[src/rtl/awd_pkg.sv]
package awd_pkg;
  localparam int FULL_W   = 12;
  localparam int NARROW_W = 8;
  localparam int NUM_CHAN = 19;
  localparam int CHAN_W   = $clog2(NUM_CHAN);
  localparam int MODE_W   = 2;
  localparam int NUM_UNIT = 3;

  typedef enum logic [MODE_W-1:0] {
    RES_FULL  = 2'd0,
    RES_TEN   = 2'd1,
    RES_EIGHT = 2'd2,
    RES_SIX   = 2'd3
  } res_mode_e;
endpackage

[src/rtl/awd_norm.sv]
module awd_norm
  import awd_pkg::*;
#(
  parameter int W = FULL_W
) (
  input  logic [W-1:0]      raw,
  input  logic [MODE_W-1:0] mode,
  output logic [W-1:0]      just
);
  localparam int STEP = 2;

  // Each resolution code drops STEP more bits; unused upper bits are masked off.
  logic [W-1:0] cand [2**MODE_W];

  for (genvar m = 0; m < 2**MODE_W; m++) begin : g_mode
    localparam int SH = m * STEP;
    if (SH == 0) begin : g_full
      assign cand[m] = raw;
    end else begin : g_shift
      assign cand[m] = {raw[W-SH-1:0], {SH{1'b0}}};
    end
  end

  always_comb begin
    just = cand[mode];
  end
endmodule

[src/rtl/awd_chan_sel.sv]
module awd_chan_sel
  import awd_pkg::*;
#(
  parameter int NCH = NUM_CHAN,
  parameter int CW  = CHAN_W
) (
  input  logic [CW-1:0]  chan,
  input  logic [NCH-1:0] mask,
  input  logic [CW-1:0]  single,
  output logic           exists,
  output logic           mask_hit,
  output logic           single_hit
);
  logic [NCH-1:0] dec;

  // One-hot decode; channels at or above NCH decode to all zero.
  for (genvar c = 0; c < NCH; c++) begin : g_dec
    assign dec[c] = (chan == CW'(c));
  end

  always_comb begin
    exists     = |dec;
    mask_hit   = |(dec & mask);
    single_hit = exists && (chan == single);
  end
endmodule

[src/rtl/awd_unit.sv]
module awd_unit #(
  parameter int W = 12
) (
  input  logic         clk,
  input  logic         rst,
  input  logic         guard,
  input  logic [W-1:0] value,
  input  logic [W-1:0] lo,
  input  logic [W-1:0] hi,
  input  logic         clr,
  input  logic         ie,
  output logic         flag_q,
  output logic         irq_q,
  output logic         live_q
);
  logic outside;
  logic hit;
  logic flag_n;

  always_comb begin
    outside = (value > hi) || (value < lo);
    hit     = guard && outside;
    // A new event wins over a clear in the same cycle.
    flag_n  = hit || (flag_q && !clr);
  end

  always_ff @(posedge clk) begin
    if (rst) begin
      flag_q <= 1'b0;
      irq_q  <= 1'b0;
      live_q <= 1'b0;
    end else begin
      flag_q <= flag_n;
      irq_q  <= flag_n && ie;
      if (guard) begin
        live_q <= outside;
      end
    end
  end
endmodule

[src/rtl/awd_top.sv]
module awd_top
  import awd_pkg::*;
#(
  parameter int DW  = FULL_W,
  parameter int NW  = NARROW_W,
  parameter int NCH = NUM_CHAN,
  parameter int CW  = CHAN_W
) (
  input  logic              clk,
  input  logic              rst,
  input  logic              res_valid,
  input  logic [DW-1:0]     res_data,
  input  logic [CW-1:0]     res_chan,
  input  logic [MODE_W-1:0] res_mode,
  input  logic              w1_en,
  input  logic              w1_all,
  input  logic [CW-1:0]     w1_chan,
  input  logic [DW-1:0]     w1_lo,
  input  logic [DW-1:0]     w1_hi,
  input  logic [NCH-1:0]    w2_mask,
  input  logic [NW-1:0]     w2_lo,
  input  logic [NW-1:0]     w2_hi,
  input  logic [NCH-1:0]    w3_mask,
  input  logic [NW-1:0]     w3_lo,
  input  logic [NW-1:0]     w3_hi,
  input  logic [2:0]        irq_en,
  input  logic [2:0]        flag_clr,
  output logic [2:0]        flag,
  output logic [2:0]        irq,
  output logic [2:0]        win_out
);
  localparam int NU = NUM_UNIT;

  logic [DW-1:0]  just;
  logic [NW-1:0]  narrow;
  logic [NU-1:0]  guard;
  logic [NCH-1:0] masks [1:NU-1];
  logic [NW-1:0]  los   [1:NU-1];
  logic [NW-1:0]  his   [1:NU-1];
  logic [NU-1:0]  mhit;
  logic [NU-1:0]  exists;
  logic [NU-1:0]  shit;

  assign masks[1] = w2_mask;
  assign masks[2] = w3_mask;
  assign los[1]   = w2_lo;
  assign los[2]   = w3_lo;
  assign his[1]   = w2_hi;
  assign his[2]   = w3_hi;

  awd_norm #(.W(DW)) u_norm (
    .raw  (res_data),
    .mode (res_mode),
    .just (just)
  );

  assign narrow = just[DW-1 -: NW];

  for (genvar u = 0; u < NU; u++) begin : g_unit
    if (u == 0) begin : g_full
      awd_chan_sel #(.NCH(NCH), .CW(CW)) u_sel (
        .chan       (res_chan),
        .mask       ({NCH{1'b1}}),
        .single     (w1_chan),
        .exists     (exists[u]),
        .mask_hit   (mhit[u]),
        .single_hit (shit[u])
      );
      assign guard[u] = res_valid && w1_en && (w1_all ? mhit[u] : shit[u]);
      awd_unit #(.W(DW)) u_cmp (
        .clk    (clk),
        .rst    (rst),
        .guard  (guard[u]),
        .value  (just),
        .lo     (w1_lo),
        .hi     (w1_hi),
        .clr    (flag_clr[u]),
        .ie     (irq_en[u]),
        .flag_q (flag[u]),
        .irq_q  (irq[u]),
        .live_q (win_out[u])
      );
    end else begin : g_narrow
      awd_chan_sel #(.NCH(NCH), .CW(CW)) u_sel (
        .chan       (res_chan),
        .mask       (masks[u]),
        .single     ({CW{1'b0}}),
        .exists     (exists[u]),
        .mask_hit   (mhit[u]),
        .single_hit (shit[u])
      );
      assign guard[u] = res_valid && mhit[u];
      awd_unit #(.W(NW)) u_cmp (
        .clk    (clk),
        .rst    (rst),
        .guard  (guard[u]),
        .value  (narrow),
        .lo     (los[u]),
        .hi     (his[u]),
        .clr    (flag_clr[u]),
        .ie     (irq_en[u]),
        .flag_q (flag[u]),
        .irq_q  (irq[u]),
        .live_q (win_out[u])
      );
    end
  end
endmodule

[config.mk]
export PLATFORM = sky130hd
export DESIGN_NAME = awd_top
export DESIGN_NICKNAME = d
export VERILOG_FILES = /design/src/rtl/awd_pkg.sv /design/src/rtl/awd_norm.sv /design/src/rtl/awd_chan_sel.sv /design/src/rtl/awd_unit.sv /design/src/rtl/awd_top.sv
export SDC_FILE = /design/constraint.sdc
export NUM_CORES = 1
export LEC_CHECK = 0
export BUFFER_PORTS_ARGS = -buffer_cell sky130_fd_sc_hd__buf_2
export CORE_AREA = 2 2 81 83
export DETAILED_ROUTE_END_ITERATION = 6
export DIE_AREA = 0 0 83 85
export PLACE_DENSITY = 0.83
export SLEW_MARGIN = 5
export SYNTH_ARGS = -nofsm -noshare
export SYNTH_HDL_FRONTEND = slang
export SYNTH_SLANG_ARGS = --single-unit
[constraint.sdc]
create_clock -name clk -period 2.85 [get_ports clk]
set_input_delay 0.285 -clock clk [delete_from_list [all_inputs] [get_ports clk]]
set_output_delay 0.285 -clock clk [all_outputs]
set_load 0.02 [all_outputs]
==> metrics.txt, run 1 <==
# TYPE chip_impl_metric gauge
chip_impl_metric{name="final.fill_count",unit=""} 602
chip_impl_metric{name="final-instance-count-excl-fill",unit=""} 539
chip_impl_metric{name="postPlaceCellArea",unit="um^2"} 3220
chip_impl_metric{name="htree_num_levels",unit=""} 1
chip_impl_metric{name="worst_ir_drop_vdd",unit="mV"} 0.158
chip_impl_metric{name="final_nets",unit=""} 645
chip_impl_info{name="setup_repair_after_global_routing_missed_its_margin",value="no"} 1
chip_impl_metric{name="finalHoldWorstSlack",unit="ns"} 0.272
chip_impl_metric{name="count_of_port_buffers_added_during_placement",unit=""} 137
chip_impl_metric{name="max_freq",unit="MHz"} 385
chip_impl_metric{name="final.setup_skew",unit="ns"} 0.00192
chip_impl_metric{name="crit_buf_inv",unit=""} 2
chip_impl_metric{name="area_growth_syn_to_layout",unit="%"} 29.9
chip_impl_metric{name="dieArea",unit="um^2"} 7060
chip_impl_info{name="worst-setup-path-type",value="primary input to flop"} 1
chip_impl_metric{name="dieWidth",unit="um"} 83
chip_impl_metric{name="critical_path.max_stage_delay",unit="ns"} 0.53
chip_impl_metric{name="first_global_vias",unit=""} 3044
chip_impl_metric{name="timing_worst_slew_pin_value",unit="ns"} 0.653
chip_impl_info{name="synth_area_leader_cell",value="sky130_fd_sc_hd__ha_1"} 1
chip_impl_metric{name="cp_data_arrival_time",unit="ns"} 2.77
chip_impl_info{name="cp-start-kind",value="primary input"} 1
chip_impl_metric{name="clock_path_buffers",unit=""} 2
chip_impl_metric{name="cts-resized-gates",unit=""} 0
chip_impl_info{name="crit_path_cell_trace",value="buf_2 -> buf_12 -> nor2b_1 -> a211oi_1 -> a21oi_1 -> ha_1 -> o21ai_0 -> a21oi_1 -> a221oi_1 -> o21ai_0 -> a21oi_1"} 1
chip_impl_info{name="min-delay-path-class",value="primary input to flop"} 1
chip_impl_metric{name="vias",unit=""} 2915
chip_impl_metric{name="required",unit="ns"} 3.02
chip_impl_info{name="synthTopCellsByArea",value="sky130_fd_sc_hd__ha_1, sky130_fd_sc_hd__inv_1, sky130_fd_sc_hd__dfxtp_1"} 1
chip_impl_metric{name="clk_pin_slew_worst_paths",unit="ns"} 0.05
chip_impl_metric{name="start_util",unit=""} 0.405
chip_impl_metric{name="slew_violations",unit=""} 0
chip_impl_metric{name="holdBufCountCts",unit=""} 0
chip_impl_metric{name="detailedPlace.worstSlack",unit="ns"} 0.0526
chip_impl_metric{name="layout-drive-gt1-share",unit=""} 0.333
chip_impl_metric{name="cts_buffers",unit=""} 3
chip_impl_metric{name="postSynth.asyncResetShare",unit=""} 0
chip_impl_metric{name="drtPass1Iterations",unit=""} 4
chip_impl_metric{name="power_per_cell_area",unit="nW/um^2"} 242
chip_impl_metric{name="worstPathMaxFanout",unit=""} 16
chip_impl_metric{name="first_pass_grt_wire_length",unit="um"} 13000
chip_impl_metric{name="dp.cells",unit=""} 535
chip_impl_metric{name="synth.avg_cell_area",unit="um^2"} 7.47
chip_impl_metric{name="route.detailed.vias_per_inst",unit=""} 5.41
chip_impl_metric{name="antenna_found_initial",unit=""} 0
chip_impl_metric{name="yosysTopAreaCellShare",unit=""} 0.264
chip_impl_metric{name="maximum_number_of_pins_on_one_net_before_global_route_repair",unit=""} 21
chip_impl_metric{name="global_route.overflow_total",unit=""} 0
chip_impl_metric{name="wire_per_inst",unit="um"} 14.6
chip_impl_metric{name="sequential_fraction_of_the_synthesis_area",unit=""} 0.0717
chip_impl_info{name="ys.flop_type",value="sky130_fd_sc_hd__dfxtp_1"} 1
chip_impl_info{name="tritoncts",value="done"} 1
chip_impl_metric{name="synthesis.nets",unit=""} 518
chip_impl_info{name="outcome",value="completed"} 1
chip_impl_metric{name="yosysWarnings",unit=""} 0
chip_impl_metric{name="final-hold-violation-count",unit=""} 0
chip_impl_info{name="worstSetupEndpointType",value="flop"} 1
chip_impl_metric{name="place.gp.congestion",unit=""} 0.888
chip_impl_info{name="most_common_cell_in_the_synthesized_netlist",value="sky130_fd_sc_hd__inv_1"} 1
chip_impl_metric{name="core_area",unit="um^2"} 6200
chip_impl_metric{name="syn_area",unit="um^2"} 2510
chip_impl_metric{name="post-dp-hpwl",unit="um"} 6760
chip_impl_metric{name="yosysUniqueCellTypes",unit=""} 52
chip_impl_metric{name="synth-edff-count",unit=""} 0
chip_impl_info{name="synth_common_cells",value="sky130_fd_sc_hd__inv_1, sky130_fd_sc_hd__ha_1, sky130_fd_sc_hd__a21oi_1, sky130_fd_sc_hd__o21ai_0, sky130_fd_sc_hd__nand2_1"} 1
chip_impl_metric{name="detail-route-antenna-nets",unit=""} 0
chip_impl_metric{name="post-route-worst-setup-slack",unit="ns"} 0.249
chip_impl_metric{name="power.total",unit="mW"} 0.789
chip_impl_metric{name="tritoncts_num_sinks",unit=""} 9
chip_impl_metric{name="core.rowCount",unit=""} 29
chip_impl_metric{name="synth_seq_cells",unit=""} 9
chip_impl_metric{name="initialDrtViolationCount",unit=""} 88
chip_impl_metric{name="slew_headroom",unit=""} 0.565
chip_impl_metric{name="post-cts-setup-buffer-count",unit=""} 0
chip_impl_metric{name="final_critical_path_share_of_the_clock_period",unit=""} 0.912
chip_impl_metric{name="route.detailed.drc",unit=""} 0
chip_impl_metric{name="drv_cap",unit=""} 0
chip_impl_info{name="worst_path_dominant_cell_family",value="compound AO/OA/AOI/OAI gates"} 1
chip_impl_info{name="critical_path.most_common_cell",value="sky130_fd_sc_hd__a21oi_1"} 1
chip_impl_metric{name="chipHeight",unit="um"} 85
chip_impl_metric{name="design_area",unit="um^2"} 3260
chip_impl_metric{name="fin_crit",unit="ns"} 2.60
chip_impl_metric{name="setup_viol",unit=""} 0
chip_impl_metric{name="worst_skew_pair.late_latency",unit="ns"} 0.24
chip_impl_info{name="cts.root.buffer_cell",value="sky130_fd_sc_hd__clkbuf_8"} 1
chip_impl_metric{name="finalWirelength",unit="um"} 7870
chip_impl_metric{name="static-leakage-power",unit="nW"} 1.85
chip_impl_metric{name="utilization",unit=""} 0.526
chip_impl_metric{name="fin_tns_setup",unit="ns"} 0
chip_impl_metric{name="antenna_cells_inserted",unit=""} 0
chip_impl_metric{name="grt.total_usage",unit=""} 0.220
chip_impl_metric{name="ioPinCount",unit=""} 138
chip_impl_info{name="cpMaxStageDelayCell",value="sky130_fd_sc_hd__a21oi_1"} 1
chip_impl_metric{name="post_synthesis_cells",unit=""} 336
==> worst reg2reg max path: cells and delay by family, from the launching register on <==
| family | cells | cell delay, ns |
|---|---|---|
| compound gates | 1 | 0.21 |
| buf+inv | 1 | 0.04 |
| flops | 1 | 0.32 |
| simple gates | 1 | 0.06 |
==> final timing paths <==
| kind | start | to | slack [ns] | cells after the start |
|---|---|---|---|---|
| worst max register to register | g_unit[1].g_narrow.u_cmp.live_q$_SDFFE_PP0P_ | g_unit[1].g_narrow.u_cmp.live_q$_SDFFE_PP0P_ | 2.16 | 3 |
| worst min register to register | g_unit[2].g_narrow.u_cmp.live_q$_SDFFE_PP0N_ | g_unit[2].g_narrow.u_cmp.live_q$_SDFFE_PP0N_ | 0.48 | 2 |
| worst max-delay path | res_mode[0] | g_unit[2].g_narrow.u_cmp.flag_q$_SDFF_PP0_ | 0.25 | 11 |
| worst min-delay path | irq_en[2] | g_unit[2].g_narrow.u_cmp.irq_q$_SDFF_PP0_ | 0.27 | 3 |
==> layout by cell type, fill, tap and decap left out, drive strengths merged, types with 10 or more instances in the layout <==
cell and n:
nor2 11, nand2b 10, o21ai 17, inv 59
ha 53, buf 143, nor2b 10, a21oi 31
nand4 10, nand2 15, mux2i 11
==> power breakdown <==
| part | total (mW) | leakage [nW] | internal, mW | switching (mW) |
|---|---|---|---|---|
| clock | 0.152 | 0.0228 | 0.0978 | 0.0539 |
| sequential | 0.137 | 0.0732 | 0.134 | 0.00339 |
| combinational | 0.500 | 1.75 | 0.240 | 0.260 |
| total | 0.789 | 1.85 | 0.472 | 0.317 |
==> flip-flops by register name (all words and copies together) (netlist names) <==
signal / cells
g_unit.g_full.u_cmp.irq_q: 1
g_unit.g_full.u_cmp.flag_q: 1
g_unit.g_narrow.u_cmp.live_q: 2
g_unit.g_full.u_cmp.live_q: 1
g_unit.g_narrow.u_cmp.flag_q: 2
g_unit.g_narrow.u_cmp.irq_q: 2
==> final cells by class <==
class                   instances  area, um^2  area share
well taps                      77        96.3      0.0295
inverters                      59         221      0.0679
flip-flops and latches          9         180      0.0552
clock buffers                   4        45.0      0.0138
repair buffers                143         743       0.228
multi-input cells             247        1980       0.606
==> routing by layer <==
metal	routed length, um	vias up	track usage
met3	486	24	0.0321
met1	3190	1306	0.248
met4	275	0	0.0984
met5	0	-	0
met2	3920	131	0.409
li1	-	1454	-
==> cell families (layout without fill, tap and decap cells) <==
logic type / Yosys count / count (layout) / synth area share
xor+xnor: 5 / 5 / 0.0174
compound gates: 94 / 94 / 0.244
fa+ha+maj: 53 / 53 / 0.264
flops: 9 / 9 / 0.0717
mux: 16 / 16 / 0.0812
simple gates: 79 / 79 / 0.181
buf+inv: 80 / 206 / 0.141
Power figures use the tool's default switching activity.
==> inputs of run 2 (changes only) <==
--- a/config.mk
+++ b/config.mk
@@ -7,6 +7,7 @@
 export LEC_CHECK = 0
 export BUFFER_PORTS_ARGS = -buffer_cell sky130_fd_sc_hd__buf_2
 export CORE_AREA = 2 2 81 83
+export CTS_BUF_LIST = sky130_fd_sc_hd__clkbuf_8
 export DETAILED_ROUTE_END_ITERATION = 6
 export DIE_AREA = 0 0 83 85
 export PLACE_DENSITY = 0.83
==> metrics.txt, run 2 (same netlist as run 1, synthesis figures left out) <==
# TYPE chip_impl_metric gauge
chip_impl_metric{name="core_area",unit="um^2"} 6200
chip_impl_metric{name="vias",unit=""} 2915
chip_impl_metric{name="drv_cap",unit=""} 0
chip_impl_metric{name="chipHeight",unit="um"} 85
chip_impl_metric{name="final_critical_path_share_of_the_clock_period",unit=""} 0.912
chip_impl_metric{name="antenna_found_initial",unit=""} 0
chip_impl_metric{name="post-cts-setup-buffer-count",unit=""} 0
chip_impl_info{name="tritoncts",value="done"} 1
chip_impl_metric{name="cp_data_arrival_time",unit="ns"} 2.77
chip_impl_metric{name="maximum_number_of_pins_on_one_net_before_global_route_repair",unit=""} 21
chip_impl_metric{name="max_freq",unit="MHz"} 385
chip_impl_metric{name="clk_pin_slew_worst_paths",unit="ns"} 0.05
chip_impl_metric{name="final.setup_skew",unit="ns"} 0.00180
chip_impl_metric{name="drt-met1-wl",unit="um"} 3190
chip_impl_info{name="final_common_cell",value="sky130_fd_sc_hd__buf_2"} 1
chip_impl_metric{name="cts_buffers",unit=""} 3
chip_impl_metric{name="fin_crit",unit="ns"} 2.60
chip_impl_metric{name="ioPinCount",unit=""} 138
chip_impl_info{name="worstSetupEndpointType",value="flop"} 1
chip_impl_metric{name="initialDrtViolationCount",unit=""} 88
chip_impl_metric{name="required",unit="ns"} 3.02
chip_impl_metric{name="slew_headroom",unit=""} 0.565
chip_impl_metric{name="power_per_cell_area",unit="nW/um^2"} 241
chip_impl_metric{name="start_util",unit=""} 0.405
chip_impl_metric{name="final_nets",unit=""} 645
chip_impl_metric{name="core.rowCount",unit=""} 29
chip_impl_metric{name="grt.total_usage",unit=""} 0.220
chip_impl_metric{name="slew_violations",unit=""} 0
chip_impl_metric{name="wire_per_inst",unit="um"} 14.6
chip_impl_metric{name="count_of_port_buffers_added_during_placement",unit=""} 137
chip_impl_info{name="largest_registers",value="g_unit.g_narrow.u_cmp.flag_q: 2 flops, g_unit.g_narrow.u_cmp.irq_q: 2 flops, g_unit.g_narrow.u_cmp.live_q: 2 flops"} 1
chip_impl_info{name="routed.top_layer",value="met4"} 1
chip_impl_metric{name="met2_wirelength",unit="um"} 3920
chip_impl_info{name="cts.root.buffer_cell",value="sky130_fd_sc_hd__clkbuf_8"} 1
chip_impl_metric{name="route.detailed.vias_per_inst",unit=""} 5.41
chip_impl_metric{name="route.detailed.drc",unit=""} 0
chip_impl_metric{name="first_global_vias",unit=""} 3044
chip_impl_metric{name="final-seq-area",unit="um^2"} 180
chip_impl_metric{name="post-dp-hpwl",unit="um"} 6760
chip_impl_metric{name="dieArea",unit="um^2"} 7060
chip_impl_metric{name="finalWirelength",unit="um"} 7870
chip_impl_metric{name="cts-resized-gates",unit=""} 0
chip_impl_info{name="most_frequent_cells_in_the_layout",value="sky130_fd_sc_hd__buf_2, sky130_fd_sc_hd__inv_1, sky130_fd_sc_hd__ha_1"} 1
chip_impl_metric{name="tritoncts_num_sinks",unit=""} 9
chip_impl_metric{name="detail-route-antenna-nets",unit=""} 0
chip_impl_metric{name="worst_ir_drop_vdd",unit="mV"} 0.158
chip_impl_metric{name="clock_path_buffers",unit=""} 2
chip_impl_metric{name="fin_tns_setup",unit="ns"} 0
chip_impl_info{name="min-delay-path-class",value="primary input to flop"} 1
chip_impl_metric{name="first_pass_grt_wire_length",unit="um"} 13000
chip_impl_metric{name="final-hold-violation-count",unit=""} 0
chip_impl_metric{name="setup_viol",unit=""} 0
chip_impl_metric{name="worstPathMaxFanout",unit=""} 16
chip_impl_metric{name="power.total",unit="mW"} 0.786
chip_impl_metric{name="wl_met3",unit="um"} 486
chip_impl_metric{name="place.gp.congestion",unit=""} 0.888
chip_impl_metric{name="static-leakage-power",unit="nW"} 1.85
chip_impl_info{name="setup_repair_after_global_routing_missed_its_margin",value="no"} 1
chip_impl_metric{name="holdBufCountCts",unit=""} 0
chip_impl_metric{name="final.fill_count",unit=""} 602
chip_impl_metric{name="htree_num_levels",unit=""} 1
chip_impl_metric{name="timing_worst_slew_pin_value",unit="ns"} 0.653
chip_impl_info{name="outcome",value="completed"} 1
chip_impl_metric{name="dieWidth",unit="um"} 83
chip_impl_metric{name="area_growth_syn_to_layout",unit="%"} 29.9
chip_impl_metric{name="antenna_cells_inserted",unit=""} 0
chip_impl_info{name="worst-setup-path-type",value="primary input to flop"} 1
chip_impl_metric{name="drtPass1Iterations",unit=""} 4
chip_impl_info{name="cp-start-kind",value="primary input"} 1
chip_impl_metric{name="layout-drive-gt1-share",unit=""} 0.333
chip_impl_metric{name="global_route.overflow_total",unit=""} 0
chip_impl_metric{name="multi_input_logic_area",unit="um^2"} 1980
chip_impl_metric{name="worst_skew_pair.late_latency",unit="ns"} 0.24
run 2: critical path, cell delays in order:
cell and delay, ns:
sky130_fd_sc_hd__buf_2 0.12, sky130_fd_sc_hd__buf_12 0.15, sky130_fd_sc_hd__nor2b_1 0.11, sky130_fd_sc_hd__a211oi_1 0.06
sky130_fd_sc_hd__a21oi_1 0.53, sky130_fd_sc_hd__ha_1 0.35, sky130_fd_sc_hd__o21ai_0 0.16, sky130_fd_sc_hd__a21oi_1 0.09
sky130_fd_sc_hd__a221oi_1 0.49, sky130_fd_sc_hd__o21ai_0 0.24, sky130_fd_sc_hd__a21oi_1 0.18
run 2: worst paths after layout:
kind	slack, ns	end	start	cells past startpoint
setup / recovery	0.25	g_unit[2].g_narrow.u_cmp.flag_q$_SDFF_PP0_	res_mode[0]	11
hold / removal	0.27	g_unit[2].g_narrow.u_cmp.irq_q$_SDFF_PP0_	irq_en[2]	3
setup reg to reg	2.16	g_unit[1].g_narrow.u_cmp.live_q$_SDFFE_PP0P_	g_unit[1].g_narrow.u_cmp.live_q$_SDFFE_PP0P_	3
hold reg to reg	0.48	g_unit[2].g_narrow.u_cmp.live_q$_SDFFE_PP0N_	g_unit[2].g_narrow.u_cmp.live_q$_SDFFE_PP0N_	2
run 2: layer usage:
metal  up-vias  global-route usage
met3        24              0.0321
met5         -                   0
li1       1454                   -
met2       131               0.409
met1      1306               0.248
met4         0              0.0984
run 2: cell type report:
class                   instances  share of cell area
clock buffers                   3              0.0127
clock inverters                 1             0.00115
inverters                      59              0.0679
multi-input cells             247               0.606
flip-flops and latches          9              0.0552
well taps                      77              0.0295
repair buffers                143               0.228
run 2: metrics by stage:
step / hold WS (ns) / setup slack, ns / cell area (um^2) / cells / util
detailed placement: 0.470 / 0.0526 / 3220 / 535 / 0.519
global placement: 0.456 / 0.101 / 3220 / 535 / 0.519
CTS: 0.269 / 0.276 / 3260 / 539 / 0.526
global route: 0.285 / 0.0379 / 3260 / 539 / 0.526
finish: 0.271 / 0.249 / 3260 / 539 / 0.526
floorplan: 0.354 / 0.168 / 2510 / 336 / -
run 2: where the power goes:
part	leakage (nW)	total (mW)	switching [mW]	internal (mW)
Sequential	0.0732	0.137	0.00338	0.134
Clock	0.0269	0.148	0.0540	0.0941
Combinational	1.75	0.500	0.260	0.240
